===== src/rtl/pwm_chan_pkg.sv =====
// Package: shared definitions for the PWM channel.
// Assumes: widths are set by the users of these helpers.
package pwm_chan_pkg;

    // Number of modulated outputs per channel (A and B).
    localparam int NUM_OUT = 2;

    // Output indices, fixed by the window each output uses.
    localparam int OUT_A = 0;
    localparam int OUT_B = 1;

endpackage


===== src/rtl/pwm_counter.sv =====
// Module: period counter with shadow capture and slave restart.
// Counts 0..period-1. On a wrap, or on a restart taken from a selected peer sync
// line, the count returns to 0 and the period/duty/phase/threshold shadows reload.
// Assumes: peer_sel < NCH; a shadow period of 0 or 1 wraps on every cycle.
module pwm_counter #(
    parameter int CW   = 10,
    parameter int NCH  = 4,
    parameter int SELW = 2
) (
    input  logic            clk,
    input  logic            rst_n,
    input  logic [CW-1:0]   period,
    input  logic [CW-1:0]   duty,
    input  logic [CW-1:0]   phase,
    input  logic [CW-1:0]   thresh,
    input  logic            slave_en,
    input  logic [NCH-1:0]  peer_sync,
    input  logic [SELW-1:0] peer_sel,
    output logic [CW-1:0]   cnt,
    output logic [CW-1:0]   per_s,
    output logic [CW-1:0]   duty_s,
    output logic [CW-1:0]   phase_s,
    output logic [CW-1:0]   thr_s
);
    logic [CW:0] cnt_inc;
    logic        wrap;
    logic        restart;
    logic        load;

    // Detect end of period and a peer restart request.
    always_comb begin
        cnt_inc = {1'b0, cnt} + {{CW{1'b0}}, 1'b1};
        wrap    = (cnt_inc >= {1'b0, per_s});
        restart = slave_en & peer_sync[peer_sel];
        load    = wrap | restart;
    end

    // Advance or clear the period counter.
    always_ff @(posedge clk) begin
        if (!rst_n) begin
            cnt <= '0;
        end else if (load) begin
            cnt <= '0;
        end else begin
            cnt <= cnt_inc[CW-1:0];
        end
    end

    // Capture the working words at each period boundary.
    always_ff @(posedge clk) begin
        if (!rst_n) begin
            per_s   <= '0;
            duty_s  <= '0;
            phase_s <= '0;
            thr_s   <= '0;
        end else if (load) begin
            per_s   <= period;
            duty_s  <= duty;
            phase_s <= phase;
            thr_s   <= thresh;
        end
    end

endmodule


===== src/rtl/pwm_ontime.sv =====
// Module: on-time arithmetic.
// Picks the on-time from the clamped duty, its inverse against the period,
// or one of the two resonant widths. Also provides half the period.
// Assumes: inputs come from the shadow registers, so the result is steady within a period.
module pwm_ontime #(
    parameter int CW   = 10,
    parameter int DEAD = 2
) (
    input  logic [CW-1:0] per_s,
    input  logic [CW-1:0] duty_s,
    input  logic [CW-1:0] thr_s,
    input  logic          duty_invert,
    input  logic          res_mode,
    input  logic          res_fixed,
    output logic [CW-1:0] half,
    output logic [CW-1:0] on_time
);
    localparam logic [CW-1:0] DEAD_W = CW'(DEAD);

    logic [CW-1:0] duty_c;
    logic [CW-1:0] inv_on;
    logic [CW-1:0] res_free;
    logic [CW-1:0] res_fix;

    // Clamp the duty, then form the candidate widths.
    always_comb begin
        duty_c   = (duty_s > per_s) ? per_s : duty_s;
        half     = per_s >> 1;
        inv_on   = per_s - duty_c;
        res_free = (half > DEAD_W) ? (half - DEAD_W) : '0;
        res_fix  = (thr_s > half) ? half : thr_s;
    end

    // Select the on-time for the active mode.
    always_comb begin
        if (res_mode) begin
            on_time = res_fixed ? res_fix : res_free;
        end else begin
            on_time = duty_invert ? inv_on : duty_c;
        end
    end

endmodule


===== src/rtl/pwm_outgen.sv =====
// Module: output window compare and fault override.
// Each output is high over [start, min(start+on_time, period)). A starts at 0 and
// B at half the period. Fault or disable forces the safe level in the same cycle.
// The outputs stay low until the first clock after reset.
// Assumes: cnt < per_s whenever per_s is non-zero.
module pwm_outgen
    import pwm_chan_pkg::*;
#(
    parameter int CW = 10
) (
    input  logic               clk,
    input  logic               rst_n,
    input  logic [CW-1:0]      cnt,
    input  logic [CW-1:0]      per_s,
    input  logic [CW-1:0]      half,
    input  logic [CW-1:0]      on_time,
    input  logic               en,
    input  logic               fault,
    input  logic [NUM_OUT-1:0] safe_lvl,
    output logic               armed,
    output logic [NUM_OUT-1:0] pwm
);
    // Hold the outputs low from reset until the first active cycle.
    always_ff @(posedge clk) begin
        if (!rst_n) begin
            armed <= 1'b0;
        end else begin
            armed <= 1'b1;
        end
    end

    for (genvar g = 0; g < NUM_OUT; g++) begin : g_out
        logic [CW:0] start_w;
        logic [CW:0] stop_w;
        logic [CW:0] lim_w;
        logic        raw;

        if (g == OUT_A) begin : g_start_a
            assign start_w = '0;
        end else begin : g_start_b
            assign start_w = {1'b0, half};
        end

        // Window compare, then the override.
        always_comb begin
            stop_w = start_w + {1'b0, on_time};
            lim_w  = (stop_w > {1'b0, per_s}) ? {1'b0, per_s} : stop_w;
            raw    = ({1'b0, cnt} >= start_w) && ({1'b0, cnt} < lim_w);
            if (!armed) begin
                pwm[g] = 1'b0;
            end else if (en && !fault) begin
                pwm[g] = raw;
            end else begin
                pwm[g] = safe_lvl[g];
            end
        end
    end

endmodule


===== src/rtl/pwm_chan.sv =====
// Module: top of the PWM channel.
// Ties together the counter, the on-time logic and the output stage, and makes the
// sync pulse from the phase or duty shadow word.
// Assumes: control bits are static or change in a way the caller tolerates; only the data words are shadowed.
module pwm_chan
    import pwm_chan_pkg::*;
#(
    parameter int CW   = 10,
    parameter int NCH  = 4,
    parameter int DEAD = 2,
    parameter int SELW = (NCH > 1) ? $clog2(NCH) : 1
) (
    input  logic            clk,
    input  logic            rst_n,
    input  logic            en,
    input  logic            fault,
    input  logic [CW-1:0]   period,
    input  logic [CW-1:0]   duty,
    input  logic [CW-1:0]   phase,
    input  logic [CW-1:0]   res_thresh,
    input  logic            sync_from_duty,
    input  logic            slave_en,
    input  logic [NCH-1:0]  peer_sync,
    input  logic [SELW-1:0] peer_sel,
    input  logic            duty_invert,
    input  logic            res_mode,
    input  logic            res_fixed,
    input  logic            safe_a,
    input  logic            safe_b,
    output logic            pwm_a,
    output logic            pwm_b,
    output logic            sync_out
);
    logic [CW-1:0]      cnt;
    logic [CW-1:0]      per_s;
    logic [CW-1:0]      duty_s;
    logic [CW-1:0]      phase_s;
    logic [CW-1:0]      thr_s;
    logic [CW-1:0]      half;
    logic [CW-1:0]      on_time;
    logic               armed;
    logic [NUM_OUT-1:0] pwm;
    logic [CW-1:0]      sync_tgt;

    pwm_counter #(.CW(CW), .NCH(NCH), .SELW(SELW)) u_cnt (
        .clk       (clk),
        .rst_n     (rst_n),
        .period    (period),
        .duty      (duty),
        .phase     (phase),
        .thresh    (res_thresh),
        .slave_en  (slave_en),
        .peer_sync (peer_sync),
        .peer_sel  (peer_sel),
        .cnt       (cnt),
        .per_s     (per_s),
        .duty_s    (duty_s),
        .phase_s   (phase_s),
        .thr_s     (thr_s)
    );

    pwm_ontime #(.CW(CW), .DEAD(DEAD)) u_on (
        .per_s       (per_s),
        .duty_s      (duty_s),
        .thr_s       (thr_s),
        .duty_invert (duty_invert),
        .res_mode    (res_mode),
        .res_fixed   (res_fixed),
        .half        (half),
        .on_time     (on_time)
    );

    pwm_outgen #(.CW(CW)) u_out (
        .clk      (clk),
        .rst_n    (rst_n),
        .cnt      (cnt),
        .per_s    (per_s),
        .half     (half),
        .on_time  (on_time),
        .en       (en),
        .fault    (fault),
        .safe_lvl ({safe_b, safe_a}),
        .armed    (armed),
        .pwm      (pwm)
    );

    // Sync pulse when the count meets the selected target.
    always_comb begin
        sync_tgt = sync_from_duty ? duty_s : phase_s;
        sync_out = armed && (cnt == sync_tgt);
        pwm_a    = pwm[OUT_A];
        pwm_b    = pwm[OUT_B];
    end

endmodule


===== config.mk =====
export PLATFORM = sky130hd
export DESIGN_NAME = pwm_chan
export DESIGN_NICKNAME = d
export VERILOG_FILES = /design/src/rtl/pwm_chan_pkg.sv /design/src/rtl/pwm_counter.sv /design/src/rtl/pwm_ontime.sv /design/src/rtl/pwm_outgen.sv /design/src/rtl/pwm_chan.sv
export SDC_FILE = /design/constraint.sdc
export NUM_CORES = 1
export LEC_CHECK = 0
export BUFFER_PORTS_ARGS = -buffer_cell sky130_fd_sc_hd__buf_2
export CORE_MARGIN = 3
export CORE_UTILIZATION = 55
export CTS_CLUSTER_SIZE = 8
export DETAILED_ROUTE_END_ITERATION = 7
export GPL_ROUTABILITY_DRIVEN = 1
export PLACE_DENSITY = 0.76
export RECOVER_POWER = 25
export SETUP_SLACK_MARGIN = 0.2
export SLEW_MARGIN = 20
export SYNTH_ARGS = -nofsm -noshare
export SYNTH_HDL_FRONTEND = slang
export SYNTH_HIERARCHICAL = 1
export SYNTH_SLANG_ARGS = --single-unit

===== constraint.sdc =====
create_clock -name clk -period 11.3 [get_ports clk]
set_clock_uncertainty 0.2 [all_clocks]
set_input_delay 2.26 -clock clk [delete_from_list [all_inputs] [get_ports clk]]
set_output_delay 2.26 -clock clk [all_outputs]
set_load 0.01 [all_outputs]

==> metrics.md <==
| Metric | Value |
|---|---|
| Core Util, Final | `0.621` |
| WL/cell | `18.8 um` |
| Synth Warn # | `6` |
| Number of global-route vias before repair | `5448` |
| Reg clk slew, reported paths | `90 ps` |
| Worst-margin pin slew | `3360 ps` |
| Cells after synthesis | `738` |
| Placer Congestion | `0.935` |
| CTS sink count | `51` |
| Final wirelength | `17.4 mm` |
| Layout area overhead | `8.29%` |
| Avg Cell Area, Syn | `8.16 um^2` |
| CP max stage cell | `dfxtp_1` |
| Post-CTS Hold Buffers | `0` |
| H-tree levels | `2` |
| Largest net degree at the start of global routing | `92` |
| First-pass GRT wire length | `27.1 mm` |
| Max-slew violation total from the final report | `92` |
| Final hold vios | `0` |
| Number of synthesized flops with an enable pin | `0` |
| # IOs | `60` |
| Post-route ant nets | `0` |
| Initial antenna violation count | `0` |
| Unrepaired setup endpoints after global routing | `no` |
| DRT Pass-1 Iters | `5` |
| Setup violators final | `0` |
| Worst Path Arrival | `8100 ps` |
| Synthesized flop and latch total | `51` |
| Simple-Gate Fraction of Synth Area | `0.176` |
| Clk Latency, worst-skew pair | `300 ps` |
| Req. time, crit path | `8840 ps` |
| Mapped Area | `6020 um^2` |
| Relative slew slack | `-1.24` |
| Nature of the critical path startpoint | `flop` |
| Nets | `948` |
| CTS root buffer | `clkbuf_8` |
| DRT iter0 DRCs | `460` |
| Worst min path class | `reg -> reg` |
| Min Tclk post-route | `10560 ps` |
| Die Y | `111 um` |
| Clk buf depth | `2` |
| Vias | `5715` |
| Max_cap viols | `1` |
| WS Path Type | `reg -> out` |
| Core area | `10500 um^2` |
| Total CTS buffers | `5` |
| Violated checks | `capacitance limit, slew limit` |
| Crit path capture type | `output port` |
| DRC violations left | `0` |
| Port Buf Inserts | `59` |
| Async SR Flop Fraction | `0` |
| Post-synth top area cell | `ha_1` |
| Top-count cell post-synth | `nand2_1` |
| Fin crit share | `0.934` |
| Synth Flop Type | `dfxtp_1` |
| Synth area leaders | `ha_1, dfxtp_1, mux2i_1` |
| Row cnt | `37` |
| GRT overflow | `0` |
| Slowest cell delay on critical path | `530 ps` |
| Worst path most repeated cell | `ha_1` |
| Fmax | `0.0947 GHz` |
| Register area share after synthesis | `0.170` |
| Starting Density | `0.573` |
| Post-synthesis adder-cell area fraction | `0.208` |
| Antenna cells | `0` |
| Post-Synth XOR/XNOR Area | `0.0451` |
| Distinct cells, synth | `74` |
| Outcome | `finished with violations` |
| Layout cells sized above 1 | `0.152` |
| Largest family of logic cells by synthesized area | `adder cells` |
| GRT Resource Usage Total | `0.269` |
| Syn nets | `894` |
| Vias per cell | `6.17` |
| Worst-path maximum fanout | `7` |
| Commonest cells post-synth | `nand2_1, ha_1, mux2i_1, inv_1, dfxtp_1` |
| Setup TNS | `0 ps` |
| CTS tree | `built` |
| Compound-Gate Fraction of Synth Area | `0.199` |
| DP HPWL | `13.3 mm` |
| Die area | `12200 um^2` |
| Top-area cell type share of the netlist area | `0.202` |
| Die X | `111 um` |
| Post-synthesis mux area share | `0.123` |
[per-layer routing]
layer  GRT usage  wire [um]
met1       0.360       7500
met4       0.108        585
met3      0.0444       1270
met5           0          0
met2       0.430       8030
[path summary, 6_finish.rpt]
kind	startpoint	endpoint	slack, ps	cells after the start
max reg2reg	u_cnt/cnt[0]	u_cnt/thr_s[0]	7190	11
min reg2reg	u_cnt/phase_s[0]	u_cnt/phase_s[0]	270	2
min	u_cnt/phase_s[0]	u_cnt/phase_s[0]	270	2
max	u_cnt/duty_s[9]	pwm_b	740	34
[layout make-up]
type | count | area [um^2]
tap | 136 | 170
timing repair buffer | 81 | 457
clock buffer | 5 | 68.8
multi-input combinational | 598 | 4590
fill | 915 | 3990
inverter | 55 | 206
clock inverter | 1 | 7.51
sequential | 51 | 1020
[stage by stage]
| stage | hold slack (ps) | worst slack (ps) | area [um^2] | cells |
|---|---|---|---|---|
| 6_report | 273 | 744 | 6520 | 927 |
| 4_1_cts | 271 | 376 | 6410 | 916 |
| 3_3_place_gp | 248 | 792 | 6330 | 910 |
| 5_1_grt | 303 | 171 | 6520 | 927 |
| 2_1_floorplan | 237 | 1490 | 6020 | 738 |
| 3_5_place_dp | 258 | 568 | 6330 | 910 |
[worst max-delay path: cells and delay by family (launching register included)]
kind,cells,cell delay [ps]
adder cells (fa/ha/maj),5,1620
XOR/XNOR,1,110
AO/OA/AOI/OAI,18,3810
buffers and inverters,1,130
AND/OR/NAND/NOR,9,1580
flip-flops,1,530
[cells in the final DEF (no fill, tap or decap), drive strengths merged, types with 3 or more instances in the layout]
cell    count
nand2     114
ha         97
buf        80
mux2i      65
inv        55
a21oi      53
dfxtp      51
nor2       32
o21ai      29
a21o       19
and3       18
xor2       16
nand3      16
xnor2      15
nand4      11
a221oi     10
nand2b      9
nor3        9
a211oi      7
clkbuf      6
o211ai      5
o221ai      5
a31oi       4
and3b       4
a311o       3
o21bai      3
nor2b       3
o21a        3
mux2        3
nand3b      3
o31ai       3
[cell families after synthesis]
group,count (synthesis)
and+or+nand+nor,226
adders and majority gates,99
AOI/OAI and AO/OA,168
DFF,51
buffers and inverters,92
other,1
muxes,70
xor gates and xnor gates,31
[timing repair]
item	in CTS	in global routing
endpoints found under the setup margin	1	2
resized for setup	1	12
setup buffers	0	8
cloned	0	3
pin swaps	0	3
[state kept, by name, indices dropped and copies added, names as in the netlist]
signal,flops
u_cnt/phase_s,10
u_cnt/thr_s,10
u_cnt/cnt,10
u_cnt/duty_s,10
u_cnt/per_s,10
u_out/armed,1
Power is left out: the tool's default activity adds up to more than one toggle a clock period on the data nets, which glitch-free logic cannot reach.
